--- config.mk ---
export PLATFORM = sky130hd
export DESIGN_NAME = auto_req_seq
export DESIGN_NICKNAME = d
export VERILOG_FILES = /design/src/rtl/auto_req_seq_pkg.sv /design/src/rtl/cmd_store.sv /design/src/rtl/reseed_ctr.sv /design/src/rtl/auto_req_seq.sv
export SDC_FILE = /design/constraint.sdc
export NUM_CORES = 1
export LEC_CHECK = 0
export BUFFER_PORTS_ARGS = -buffer_cell sky130_fd_sc_hd__buf_2
export CAP_MARGIN = 15
export CORE_ASPECT_RATIO = 0.9
export CORE_MARGIN = 3
export CORE_UTILIZATION = 41
export DETAILED_ROUTE_END_ITERATION = 12
export GPL_TIMING_DRIVEN = 1
export SLEW_MARGIN = 10
export SYNTH_ARGS = -nofsm -noshare
export SYNTH_HDL_FRONTEND = slang
export SYNTH_SLANG_ARGS = --single-unit
--- constraint.sdc ---
create_clock -name clk -period 5.1 [get_ports clk]
set_input_delay 1.02 -clock clk [delete_from_list [all_inputs] [get_ports clk]]
set_output_delay 1.02 -clock clk [all_outputs]
set_load 0.02 [all_outputs]
--- src/rtl/auto_req_seq_pkg.sv ---
package auto_req_seq_pkg;

    localparam int SEQ_WORD_W = 32;
    localparam int SEQ_DEPTH  = 13;
    localparam int SEQ_CNT_W  = 32;

    localparam int GEN_SLOT = 0;
    localparam int RES_SLOT = 1;

    typedef enum logic [2:0] {
        S_IDLE     = 3'd0,
        S_SW_SEND  = 3'd1,
        S_SW_ACK   = 3'd2,
        S_GEN      = 3'd3,
        S_RES      = 3'd4,
        S_AUTO_ACK = 3'd5
    } seq_state_e;

    typedef struct packed {
        logic load;
        logic dec;
    } ctr_op_t;

    function automatic logic is_last_word(input logic [15:0] idx, input logic [15:0] cnt);
        return (idx + 16'd1) >= cnt;
    endfunction

endpackage

--- src/rtl/cmd_store.sv ---
module cmd_store #(
    parameter int WORD_W = 32,
    parameter int DEPTH  = 13
) (
    input  logic                         clk,
    input  logic                         rst,
    input  logic                         clr_i,
    input  logic                         wr_i,
    input  logic [WORD_W-1:0]            wr_data_i,
    input  logic [$clog2(DEPTH+1)-1:0]   rd_idx_i,
    output logic [WORD_W-1:0]            rd_data_o,
    output logic [$clog2(DEPTH+1)-1:0]   count_o,
    output logic                         ovf_o
);
    localparam int IDX_W = $clog2(DEPTH+1);
    localparam logic [IDX_W-1:0] DEPTH_L = IDX_W'(DEPTH);
    localparam logic [IDX_W-1:0] ONE_L   = IDX_W'(1);

    logic [WORD_W-1:0] mem [DEPTH];
    logic [IDX_W-1:0]  cnt_q;
    logic              take;

    assign take  = wr_i && !clr_i && (cnt_q < DEPTH_L);
    assign ovf_o = wr_i && !clr_i && (cnt_q == DEPTH_L);

    always_ff @(posedge clk) begin
        if (rst || clr_i) begin
            cnt_q <= '0;
        end else if (take) begin
            cnt_q <= cnt_q + ONE_L;
        end
    end

    always_ff @(posedge clk) begin
        if (take) begin
            mem[cnt_q] <= wr_data_i;
        end
    end

    assign rd_data_o = (rd_idx_i < DEPTH_L) ? mem[rd_idx_i] : '0;
    assign count_o   = cnt_q;

    AST_STORE_BOUND: assert property (@(posedge clk) disable iff (rst)
        cnt_q <= DEPTH_L);
    AST_FULL_HOLDS: assert property (@(posedge clk) disable iff (rst)
        (cnt_q == DEPTH_L && wr_i && !clr_i) |=> cnt_q == DEPTH_L);
    AST_CLR_EMPTIES: assert property (@(posedge clk) disable iff (rst)
        clr_i |=> cnt_q == '0);

endmodule

--- src/rtl/reseed_ctr.sv ---
module reseed_ctr #(
    parameter int CNT_W = 32
) (
    input  logic             clk,
    input  logic             rst,
    input  logic             load_i,
    input  logic             dec_i,
    input  logic [CNT_W-1:0] limit_i,
    output logic             zero_o
);
    localparam logic [CNT_W-1:0] ONE_C = CNT_W'(1);

    logic [CNT_W-1:0] cnt_q;

    always_ff @(posedge clk) begin
        if (rst) begin
            cnt_q <= '0;
        end else if (load_i) begin
            cnt_q <= limit_i;
        end else if (dec_i && cnt_q != '0) begin
            cnt_q <= cnt_q - ONE_C;
        end
    end

    assign zero_o = (cnt_q == '0);

    AST_CTR_LOAD: assert property (@(posedge clk) disable iff (rst)
        load_i |=> cnt_q == $past(limit_i));
    AST_CTR_STEP: assert property (@(posedge clk) disable iff (rst)
        (dec_i && !load_i && !zero_o) |=> cnt_q == $past(cnt_q) - ONE_C);

endmodule

--- src/rtl/auto_req_seq.sv ---
module auto_req_seq
    import auto_req_seq_pkg::*;
#(
    parameter int WORD_W = SEQ_WORD_W,
    parameter int DEPTH  = SEQ_DEPTH,
    parameter int CNT_W  = SEQ_CNT_W
) (
    input  logic              clk,
    input  logic              rst,
    input  logic              enable_i,
    input  logic              auto_mode_i,
    input  logic              fifo_clr_i,
    input  logic              gen_wr_i,
    input  logic              res_wr_i,
    input  logic [WORD_W-1:0] wr_data_i,
    input  logic              sw_cmd_valid_i,
    input  logic [WORD_W-1:0] sw_cmd_i,
    input  logic [CNT_W-1:0]  reseed_limit_i,
    output logic              cmd_valid_o,
    output logic [WORD_W-1:0] cmd_data_o,
    input  logic              cmd_ready_i,
    input  logic              ack_i,
    input  logic              ack_sts_i,
    output logic              sts_o,
    output logic              sw_rdy_o,
    output logic              done_irq_o,
    output logic              fatal_err_o
);
    localparam int IDX_W = $clog2(DEPTH+1);
    localparam logic [IDX_W-1:0] ONE_I = IDX_W'(1);

    seq_state_e        state_q, state_d;
    logic [IDX_W-1:0]  rd_idx_q;
    logic              sw_pend_q, lock_q, lock_set;
    logic [WORD_W-1:0] sw_word_q;
    logic              sts_q, done_q, fatal_q;
    logic              fire, last_word, ctr_zero;
    ctr_op_t           ctr_op;

    logic [WORD_W-1:0] st_rd  [2];
    logic [IDX_W-1:0]  st_cnt [2];
    logic              st_ovf [2];
    logic              st_wr  [2];

    assign st_wr[GEN_SLOT] = gen_wr_i;
    assign st_wr[RES_SLOT] = res_wr_i;

    for (genvar g = 0; g < 2; g++) begin : g_store
        cmd_store #(.WORD_W(WORD_W), .DEPTH(DEPTH)) u_store (
            .clk       (clk),
            .rst       (rst),
            .clr_i     (fifo_clr_i),
            .wr_i      (st_wr[g]),
            .wr_data_i (wr_data_i),
            .rd_idx_i  (rd_idx_q),
            .rd_data_o (st_rd[g]),
            .count_o   (st_cnt[g]),
            .ovf_o     (st_ovf[g])
        );
    end

    reseed_ctr #(.CNT_W(CNT_W)) u_ctr (
        .clk     (clk),
        .rst     (rst),
        .load_i  (ctr_op.load),
        .dec_i   (ctr_op.dec),
        .limit_i (reseed_limit_i),
        .zero_o  (ctr_zero)
    );

    // Output word selection
    always_comb begin
        cmd_valid_o = 1'b0;
        cmd_data_o  = '0;
        unique case (state_q)
            S_SW_SEND: begin cmd_valid_o = 1'b1; cmd_data_o = sw_word_q;       end
            S_GEN:     begin cmd_valid_o = 1'b1; cmd_data_o = st_rd[GEN_SLOT]; end
            S_RES:     begin cmd_valid_o = 1'b1; cmd_data_o = st_rd[RES_SLOT]; end
            default: ;
        endcase
    end

    assign fire      = cmd_valid_o && cmd_ready_i;
    assign last_word = is_last_word(16'(rd_idx_q),
                       16'((state_q == S_RES) ? st_cnt[RES_SLOT] : st_cnt[GEN_SLOT]));

    // Next-state logic
    always_comb begin
        state_d  = state_q;
        ctr_op   = '0;
        lock_set = 1'b0;
        unique case (state_q)
            S_IDLE:    if (enable_i && sw_pend_q) state_d = S_SW_SEND;
            S_SW_SEND: if (fire) state_d = S_SW_ACK;
            S_SW_ACK: if (ack_i) begin
                if (auto_mode_i && enable_i) begin
                    lock_set    = 1'b1;
                    ctr_op.load = 1'b1;
                    state_d     = (st_cnt[GEN_SLOT] != '0) ? S_GEN : S_IDLE;
                end else begin
                    state_d = S_IDLE;
                end
            end
            S_GEN: if (fire && last_word) begin
                ctr_op.dec = 1'b1;
                state_d    = S_AUTO_ACK;
            end
            S_RES: if (fire && last_word) begin
                ctr_op.load = 1'b1;
                state_d     = S_AUTO_ACK;
            end
            S_AUTO_ACK: if (ack_i) begin
                if (!enable_i)                                  state_d = S_IDLE;
                else if (ctr_zero && st_cnt[RES_SLOT] != '0)    state_d = S_RES;
                else if (st_cnt[GEN_SLOT] != '0)                state_d = S_GEN;
                else                                            state_d = S_IDLE;
            end
            default: state_d = S_IDLE;
        endcase
    end

    assign sw_rdy_o = (state_q == S_IDLE) && !sw_pend_q && !lock_q;

    always_ff @(posedge clk) begin
        if (rst) begin
            state_q   <= S_IDLE;
            rd_idx_q  <= '0;
            sw_pend_q <= 1'b0;
            sw_word_q <= '0;
            lock_q    <= 1'b0;
            sts_q     <= 1'b0;
            done_q    <= 1'b0;
            fatal_q   <= 1'b0;
        end else begin
            state_q <= state_d;
            if (fire && (state_q == S_GEN || state_q == S_RES)) begin
                rd_idx_q <= last_word ? '0 : rd_idx_q + ONE_I;
            end
            if (sw_cmd_valid_i && sw_rdy_o) begin
                sw_pend_q <= 1'b1;
                sw_word_q <= sw_cmd_i;
            end else if (state_q == S_SW_SEND && fire) begin
                sw_pend_q <= 1'b0;
            end
            if (!enable_i)     lock_q <= 1'b0;
            else if (lock_set) lock_q <= 1'b1;
            if (ack_i && (state_q == S_SW_ACK || state_q == S_AUTO_ACK)) begin
                sts_q <= ack_sts_i;
            end
            done_q  <= ack_i && (state_q == S_SW_ACK);
            fatal_q <= fatal_q || st_ovf[GEN_SLOT] || st_ovf[RES_SLOT];
        end
    end

    assign sts_o       = sts_q;
    assign done_irq_o  = done_q;
    assign fatal_err_o = fatal_q;

    AST_HOLD_WORD: assert property (@(posedge clk) disable iff (rst)
        (cmd_valid_o && !cmd_ready_i) |=> (cmd_valid_o && $stable(cmd_data_o)));
    AST_DONE_AFTER_ACK: assert property (@(posedge clk) disable iff (rst)
        done_irq_o |-> $past(ack_i));
    AST_FATAL_STICKY: assert property (@(posedge clk) disable iff (rst)
        fatal_err_o |=> fatal_err_o);
    AST_SW_IGNORED: assert property (@(posedge clk) disable iff (rst)
        (sw_cmd_valid_i && lock_q) |=> !sw_pend_q);
    AST_IDLE_SILENT: assert property (@(posedge clk) disable iff (rst)
        (state_q == S_AUTO_ACK && ack_i && !enable_i) |=> !cmd_valid_o);

endmodule

---- Word-level counts from Yosys, hierarchy flattened ----
Memories as Yosys holds them, arrays and structs flattened. A register that Yosys moved wholly into a read port is not among the register bits.
Index checks and enable logic that the tools add are counted.
operators by class
  add/sub/neg operators ................... 5
  order comparisons ....................... 4
  equal/unequal tests ..................... 12
  muxes and demuxes ....................... 34
  bitwise operators ....................... 1
  reductions and logical operators ........ 38
operator list
  kind                                                                  count
  32-bit 2-to-1 mux                                                     4
  32-bit one-hot mux with 3 select lines                                1
  32-bit logical NOT                                                    1
  32-bit nonzero test                                                   1
  32-bit by 1-bit subtractor with 32-bit output, second input constant  1
  4-bit 2-to-1 mux                                                      6
  3-bit 2-to-1 mux                                                      7
  1-bit logical AND                                                     19
  3-bit one-hot mux with 5 select lines                                 1
  4-bit by 1-bit adder with 4-bit output, second input constant         3
  4-bit < comparator, second input constant                             3
  1-bit 2-to-1 mux                                                      12
  4-bit == test, second input constant                                  2
  2-bit inequality test, second input constant                          4
  4-bit nonzero test                                                    2
  3-bit by 2-bit == test with 1-bit output, second input constant       2
  3-bit == test, second input constant                                  2
  4-bit by 1-bit adder with 5-bit output, second input constant         1
  5-bit by 4-bit >= comparator with 1-bit output                        1
  1-bit logical OR                                                      5
  5-bit AND reduction                                                   1
  2-bit 2-to-1 mux                                                      2
  2-bit nonzero test                                                    2
  2-bit OR reduction                                                    2
  7 further kinds                                                       9
word-level totals
  register bits after elaboration ......... 84
  memory bits (writable) .................. 832
  bits of input ports ..................... 107
  output and inout port bits .............. 37
  word-level logic and storage cells ...... 107
  memories kept ........................... 2
memory list
  name                    words  width  rd ports  clocked after memory_dff  write ports  RTL line         source
  g_store[0].u_store.mem  13     32     1         1                         1            cmd_store.sv:19  logic [WORD_W-1:0] mem [DEPTH];
  g_store[1].u_store.mem  13     32     1         1                         1            cmd_store.sv:19

---- Longest topological paths before layout ----
Gate-level depths: netlist (run 1).
  word-level depth ........................ 10
  gate-level depth with buffers ........... 14
  mapped depth without buffers ............ 11

---- By module ----
A second synthesis (run 1) with hierarchy kept.
unflattened totals
  cells, all modules ...................... 2247
  area, all modules ....................... 37542.3 µm²
modules (own cells, without submodules)
  module                           times used  cells an instance  area each (µm²)  seq. area each (µm²)
  cmd_store at g_store[0].u_store  1           820                16448.3          12572.1
  cmd_store at g_store[1].u_store  1           823                16395.7          12572.1
  auto_req_seq                     1           358                2633.8           880.8
  reseed_ctr                       1           246                2064.5           640.6

---- Worst setup path before layout (run 1) ----
Ideal clock, no wire load.
  path type ............................... input-to-reg
  start point ............................. in gen_wr_i
  end point ............................... mem g_store[0].u_store.mem[3][0], enable pin
  library setup time ...................... 0.461 ns
  data arrival time ....................... 3.777 ns
  required time ........................... 4.639 ns
  path slack .............................. 0.862 ns
  stages on the path ...................... 4
  buffers on the path ..................... 0
  cells stage by stage .................... nor2b_1 -> o21a_1 -> nand2_1 -> nor3_1
between the ends
  cells in the longest elaborated chain, start to end .. 4
ends and longest elaborated chain
  item                                    RTL line            source
  start: declaration                      auto_req_seq.sv:13  input logic gen_wr_i,
  1-bit logical AND (2 in series)         cmd_store.sv:23     assign take = wr_i && !clr_i && (cnt_q < DEPTH_L);
  1-bit 2-to-1 mux                        cmd_store.sv:35     if (take) begin
  1-bit 2-to-1 mux (not written as such)  cmd_store.sv:36     mem[cnt_q] <= wr_data_i;
  end: declaration                        cmd_store.sv:19
Every way passes these cells.

---- Final worst setup path (run 1) ----
  start point ............................. reg state_q[0]
  end point ............................... out cmd_data_o[26]
between the ends
  cells in the longest elaborated chain, start to end .. 2
  elaborated cells between the ends (all ways) .. 4
  classes of those cells .................. 3 x eq/ne; 1 x mux
ends and longest elaborated chain
  item                                      RTL line             source
  start: declaration                        auto_req_seq.sv:32   seq_state_e state_q, state_d;
  start signal: assignment                  auto_req_seq.sv:135  state_q <= state_d;
  3-bit == test (tied with other cells)     auto_req_seq.sv:75   unique case (state_q)
  32-bit one-hot mux with 3 select lines *  auto_req_seq.sv:75
  end: declaration                          auto_req_seq.sv:20   output logic [WORD_W-1:0] cmd_data_o,
Mark *: on every way between the ends. The rest lies on a longest branch, timed or not.

==> metrics.md, run 1 <==
| Metric | Value |
|---|---|
| Outcome | completed |
| Synth Net Count | 2116 |
| Final wirelength | 97000 um |
| Cell-internal power | 13.0 mW |
| P_sw | 4.34 mW |
| Critical-path maximum fanout | between 40 and 50 |
| Req. time, crit path | 4.08 ns |
| Share of cells above drive strength 1 | 0.265 |
| Pre-CTS setup slack | 1.11 ns |
| Die Ht | between 200 and 300 um |
| RSZ-0062 raised after global routing | no |
| Via count | 20.1k |
| Pin count of the biggest net entering global routing | 85 |
| Setup WS post-layout | between 0.4 and 0.5 ns |
| H-tree level count | 3 |
| Minimum clock period after layout | 4.69 ns |
| Synthesized cell area | 36300 um^2 |
| Fin nets | 2298 |
| Num rows | 102 |
| Mean routed wirelength per cell | 28.5 um |
| DRT iter0 DRCs | 2255 |
| Fin util | 0.482 |
| P per Cell Area | between 400 and 500 nW/um^2 |
| First-pass GRT wire length | 141000 um |
| Post-synthesis register bit count | between 900 and 1k |
| Part of the power in registers | 0.489 |
| Worst EP arrival | 3.67 ns |
| WS Path Type | flip-flop to output port |
| Setup tns final | 0 ns |
| Ranking of synthesized cells by area | edfxtp_1 69%, mux4_2 12%, dfxtp_1 4.9% |
| Final slew viol count | 0 |
| Final setup viols | 0 |
| Share of the synthesized area in the top cell type | 0.689 |
| Gr usage total | 0.210 |
| Sequential area share after synthesis | 0.737 |
| Yosys cell types | 66 |
| Sequential Area | 26800 um^2 |
| HP Start | sw_word_q[7]$_SDFFE_PP0P_ |
| Slew HR | 0.242 |
| Input/output buffers | between 100 and 150 |
| Worst Clk Skew | 0.0169 ns |
| Vias per std cell | 5.90 |
| Clock sink total | 920 |
| # Post-CTS Setup Buffers | 0 |
| Commonest non-fill, non-tap cell in the layout | edfxtp_1 |
| Final Wtd Congestion | 0.830 |
| Drt first pass iters | 6 |
| Post-synth EDFFs | 832 |
| Antenna violations before repair | 7 |
| Maximum clock frequency | between 0.2 and 0.25 GHz |
| Synth async-reset ratio | 0 |
| Switching share of power | 0.249 |
| RR Startpoint | state_q[0]$_SDFFE_PP0P_ |
| TritonCTS Buffers | 94 |
| Clock power frac | 0.401 |
| Worst Tran Pin Value | 1.13 ns |
| Most frequent cells in the layout | 832 x edfxtp_1, 192 x mux4_2, 143 x buf_2, 134 x nand2_1, 123 x o21ai_0 |
| Worst vdd ir | 332 uV |
| Initial Util | 0.417 |
| Cell taking the most area after synthesis | edfxtp_1 |
| Gr ovfl total | 0 |
| Yosys Warn Count | 0 |
| DIE AREA | about 92000 um^2 |
| Worst Hold Class | flip-flop to flip-flop |
| Setup crit end kind | output port |
| Gate power share | 0.110 |
| Post-CTS Resized | 0 |
| Area Overhead vs Synth | 15.5% |
| Clk pin slew, worst setup/hold paths | 0.06 ns |
| Clock Path Buffers | 3 |
| Avg Inst Size Synth | 18.2 um^2 |
| Fill count | 7192 |
| Detail Placement HPWL | 55300 um |
| Final worst-path cycle share | 0.920 |
| CTS tree | done |
| Max-cap violation count | 0 |
| CTS root buffer | clkbuf_16 |
| Final hold viol count | 0 |
| Vias in the first global route | 20.1k |
| Mapped Cells | 1993 |
| Worst setup SP type | flip-flop |
| CTS hold repair buffers | 0 |
| Crit path from | state_q[0]$_SDFFE_PP0P_ |
| Clock insertion delay at the later pin of the skew report | 0.64 ns |
| Area of the multi-input gates | between 9000 and 10000 um^2 |
| Core ar. | 86900 um^2 |
| Most used flip-flop cell after synthesis | edfxtp_1 |
| Post-route DRC | 0 |
| Boundary Pins | 144 |
| Antenna viol nets, final | 0 |
| Die X | between 300 and 400 um |
| P_leak | 13.1 nW |
[critical path, stage by stage, from the launching register on]
cell and delay (ns):
dfxtp_1 0.71, nor2_1 0.18, nand2_2 0.31, buf_4 0.64, o21ai_0 0.19, a21oi_1 0.15
o21ai_0 0.19, a32o_1 0.42, buf_2 0.20
[per-layer routing]
layer / GRT usage / vias to the layer above / wire (um)
li1: - / 8492 / -
met1: 0.296 / 10500 / 40600
met2: 0.336 / 916 / 46000
met3: 0.0387 / 147 / 7770
met4: 0.0647 / 8 / 2590
met5: 0 / - / 64
[stage by stage]
stage | cell area, um^2 | power (mW) | instances | hold WS (ns)
after detailed placement | 38800 | 10.5 | 3223 | 0.450
final | 41900 | 17.4 | 3401 | 0.460
after global placement | 38700 | 10.5 | 3222 | 0.445
after floorplan | 36300 | 9.74 | 1993 | 0.436
after CTS | 41900 | 17.5 | 3399 | 0.459
after global routing | 41900 | 18.0 | 3401 | 0.483
[power groups by stage]
stage | Sequential [mW] | Clock (mW) | Combinational [mW]
after detailed placement | 8.66 | 0 | 1.89
after global placement | 8.65 | 0 | 1.84
after CTS | 8.50 | 7.09 | 1.89
final | 8.50 | 6.97 | 1.91
after global routing | 8.52 | 7.40 | 2.04
after floorplan | 8.59 | 0 | 1.15
[cells by family (layout without fill, tap and decap cells)]
logic type      count (synthesis)  count (layout)  synth area share
compound gates                339             339            0.0587
buf+inv                       134             396            0.0147
flops                         920             920             0.737
fa+ha+maj                      16              16           0.00552
mux                           260             260             0.138
simple gates                  301             301            0.0402
xor+xnor                       23              23           0.00555
other cells                     0               2                 0
[state kept, by name, summed over array words and instances, names as in the netlist, named ones only]
signal	cells
sts_o	1
sw_pend_q	1
rd_idx_q	4
sw_word_q	32
done_irq_o	1
g_store.u_store.count_o	8
g_store.u_store.mem	832
lock_q	1
fatal_err_o	1
state_q	3
u_ctr.cnt_q	32
[cell usage after synthesis, types with 5 or more instances]
master / count
ha_1: 16
nor3_1: 19
nand3_1: 11
inv_1: 14
buf_1: 9
a221oi_1: 32
edfxtp_1: 832
a21oi_1: 98
nand2_1: 135
clkbuf_1: 93
o211ai_1: 5
mux2i_1: 66
nor2b_1: 6
nand2b_1: 8
xnor2_1: 16
or2_2: 7
a32o_1: 32
o21a_1: 5
a31oi_1: 16
xor2_1: 7
or3_1: 9
mux4_2: 192
o21ai_0: 123
nor2_1: 56
dfxtp_1: 88
nor4_1: 16
buf_2: 17
[final cells by class]
cell class / count / area share
Antenna cell: 2 / 0.000119
Multi-Input combinational cell: 939 / 0.220
Clock buffer: 128 / 0.0611
Clock inverter: 48 / 0.0141
Sequential cell: 920 / 0.638
Tap cell: 1144 / 0.0342
Inverter: 14 / 0.00125
Timing Repair Buffer: 206 / 0.0313
[path summary, 6_finish.rpt]
kind	end	slack [ns]	depth (start not counted)
hold reg to reg	sw_word_q[7]$_SDFFE_PP0P_	0.46	2
hold / removal	sw_word_q[7]$_SDFFE_PP0P_	0.46	2
setup reg to reg	u_ctr.cnt_q[30]$_SDFFE_PP0P_	1.30	10
setup / recovery	cmd_data_o[26]	0.41	8
(Power assumes the default switching activity.)
==> inputs of run 2 (changes only) <==
Settings changed: ABC_AREA set to 1, SKIP_CTS_REPAIR_TIMING set to 1.
==> run 2 against run 1 <==
Via count is 30% higher. Core utilization is 0.63 points lower. Register-to-register slack better by 0.26 ns. First-iteration DRC count is 49% higher. Non-clock buffer count is 9 higher. Critical path depth stayed put. Worst hold slack better by 0.0013 ns. Power is 7.6% lower. Worst setup slack better by 0.25 ns.
==> metrics.md, run 2 <==
| Metric | Value |
|---|---|
| Placed insts | between 4k and 5k |
| Mean routed wirelength per cell | 24.3 um |
| Most frequent cells in the layout | 832 x edfxtp_1, 691 x nor2_1, 501 x o21ai_0, 221 x nand2_1, 193 x nand3_1 |
| Worst R2R Path Depth | 15 |
| Gr ovfl total | 0 |
| DRT iter0 DRCs | 3350 |
| Busiest grt layer | met1 |
| DIE AREA | 95400 um^2 |
| Die Ht | 293 um |
| Largest delay share family, worst path | buffers and inverters |
| Capturing point of the worst reg2reg path | u_ctr.cnt_q[3]$_SDFFE_PP0P_ |
| Critical path cell sequence | buf_12 > o21ai_0 > o221ai_1 > nand3_1 > o21ai_1 > nand3_1 > nand3_1 > buf_2 |
| Initial Util | 0.417 |
| Synthesized cell area | 37600 um^2 |
| Setup crit end kind | output port |
| RR Startpoint | state_q[1]$_SDFFE_PP0P_ |
| Core ar. | 90200 um^2 |
| Critical path's largest stage delay | 0.60 ns |
| Synth async-reset ratio | 0 |
| Antenna violations before repair | 15 |
| Worst Hold Class | flip-flop to flip-flop |
| Worst path bufs/invs | 2 |
| Final Wtd Congestion | ~0.9 |
| Clock Path Buffers | 3 |
| Mapped Cells | approximately 3.2k |
| R2R Setup Slk | ~1.6 ns |
| Worst Tran Pin Value | 1.11 ns |
| WS Path Type | flip-flop to output port |
| Sequential Area | 26800 um^2 |
| Share of the synthesized area in the top cell type | 0.664 |
| Ranking of synthesized cells by area | edfxtp_1 66%, nor2_1 7.1%, o21ai_0 6.7% |
| Yosys Warn Count | 0 |
| Worst Hold End | sts_o$_SDFFE_PP0P_ |
| H-tree level count | 3 |
| CTS tree | done |
| Clock insertion delay at the later pin of the skew report | around 0.67 ns |
| Setup tns final | 0 ns |
| TritonCTS Buffers | 93 |
| Cell Count, Final, Fillers Out | roughly 4.6k |
| Slew HR | 0.261 |
| Avg Inst Size Synth | 11.7 um^2 |
| Worst EP arrival | 3.42 ns |
| Final setup viols | 0 |
| HP Start | sts_o$_SDFFE_PP0P_ |
| Drt first pass iters | 5 |
| Post-synth EDFFs | 832 |
| Max reg flops | 832 |
| Final slew viol count | 0 |
| Outcome | completed |
| Critical-path maximum fanout | ~160 |
| Hold depth | 2 |
| RSZ-0062 raised after global routing | no |
| Yosys cell types | 37 |
| Req. time, crit path | between 4 and 5 ns |
| Vias in the first global route | ~25k |
| CTS root buffer | clkbuf_16 |
| Final wirelength | 112000 um |
| Antenna viol nets, final | 0 |
| Final worst-path cycle share | 0.871 |
| Maximum clock frequency | around 0.23 GHz |
| Met2 Use GR | 0.339 |
| Max-cap violation count | 0 |
| Cell taking the most area after synthesis | edfxtp_1 |
| Detail Placement HPWL | 61300 um |
| Cell mode on critical path | nand3_1 |
| Critical-path top delay cell | dfxtp_4 |
| Clk pin slew, worst setup/hold paths | 0.06 ns |
| Pin count of the biggest net entering global routing | 157 |
| Clock sink total | just over 900 |
| Met3 Track Usage GR | 0.0590 |
| Worst Clk Skew | 0.0489 ns |
| Minimum clock period after layout | ~4.4 ns |
| P per Cell Area | between 300 and 400 nW/um^2 |
| Num rows | 104 |
| Commonest non-fill, non-tap cell in the layout | edfxtp_1 |
| Fill count | 8030 |
| Post-synthesis register bit count | 920 |
| First-pass GRT wire length | 164000 um |
| Final hold viol count | 0 |
| Vias per std cell | 5.65 |
| P_leak | 14.9 nW |
| Area Overhead vs Synth | 14.1% |
| Input/output buffers | 143 |
| Worst setup SP type | flip-flop |
| GR Util met1 | 0.339 |
| Fin util | 0.476 |
| Cell with the most instances after synthesis | edfxtp_1 |
| Post-synth top cells | 832 x edfxtp_1, 709 x nor2_1, 501 x o21ai_0 |
| Most used flip-flop cell after synthesis | edfxtp_1 |
| Sequential area share after synthesis | 0.711 |
| Largest Register | g_store.u_store.mem |
| Die X | 325 um |
| Via count | 26.0k |
| Post-route DRC | 0 |
| Area of the multi-input gates | between 9000 and 10000 um^2 |
| Fin nets | 3440 |
| Share of cells above drive strength 1 | 0.114 |
| Gr usage total | 0.230 |
| Boundary Pins | 144 |
| Synth Net Count | about 3.3k |
| Top Registers | g_store.u_store.mem x832, sw_word_q x32, u_ctr.cnt_q x32 |
| Tot Pwr | 16.1 mW |
| Worst vdd ir | about 380 uV |
[run 2: final cells by class]
type                       count  area share
antenna                        4    0.000233
clock buffer                 116      0.0570
clock inverter                51      0.0122
inverter                      75     0.00703
multi-input combinational   2012       0.231
sequential                   920       0.623
tap                         1219      0.0355
timing repair buffer         215      0.0334
[run 2: worst register-to-register path, cell delays in order, from the launching register on]
cell and delay [ns]:
dfxtp_1 0.38, nor2_2 0.19, nand2_2 0.16, o21ai_0 0.28, ha_1 0.29, nand2_1 0.07
nor2_1 0.04, nand2_1 0.06, nand4_1 0.19, nand3_2 0.18, nand2_4 0.31, nor2_2 0.70
buf_4 0.39, nand2_1 0.08, nand2_1 0.06, nor2_1 0.06
[run 2: stage by stage]
step / cell area (um^2) / setup slack (ns) / hold WS, ns
floorplan: 37600 / 0.869 / 0.455
global placement: 39900 / 1.44 / 0.448
detailed placement: 39900 / 1.43 / 0.460
CTS: 42900 / 0.652 / 0.468
global route: 42900 / 0.452 / 0.501
finish: 42900 / 0.658 / 0.462
[run 2: logic make-up (layout without fill, tap and decap cells)]
kind of cell / Yosys count / count (layout) / synth area share
fa+ha+maj: 16 / 16 / 0.00532
compound gates: 807 / 807 / 0.121
simple gates: 1154 / 1154 / 0.124
mux: 8 / 8 / 0.00213
xor+xnor: 27 / 27 / 0.00629
buf+inv: 281 / 457 / 0.0301
flops: 920 / 920 / 0.711
other cells: 0 / 4 / 0
[run 2: power by group]
part	internal (mW)	switching, mW	total [mW]
combinational	0.281	0.696	0.976
clock	3.77	2.91	6.68
sequential	8.32	0.0712	8.39
total	12.4	3.68	16.1
[run 2: how the worst max path moves through the flow]
stage / start / slack [ns] / endpoint / cells after the start
2_1_floorplan: fifo_clr_i / 0.87 / g_store[1].u_store.mem[2][0]$_DFFE_PP_ / 5
5_1_grt: flip-flop / 0.45 / cmd_data_o[6] / 8
4_1_cts: flip-flop / 0.65 / cmd_data_o[6] / 8
6_report: flip-flop / 0.66 / cmd_data_o[6] / 8
3_5_place_dp: flip-flop / 1.43 / cmd_data_o[13] / 10
3_3_place_gp: flip-flop / 1.44 / cmd_data_o[6] / 8
[run 2: layer usage]
metal | share of wire | wire [um]
met5 | 0.00063 | 71
met2 | 0.43 | 48500
met1 | 0.44 | 49300
met3 | 0.10 | 11700
met4 | 0.021 | 2310
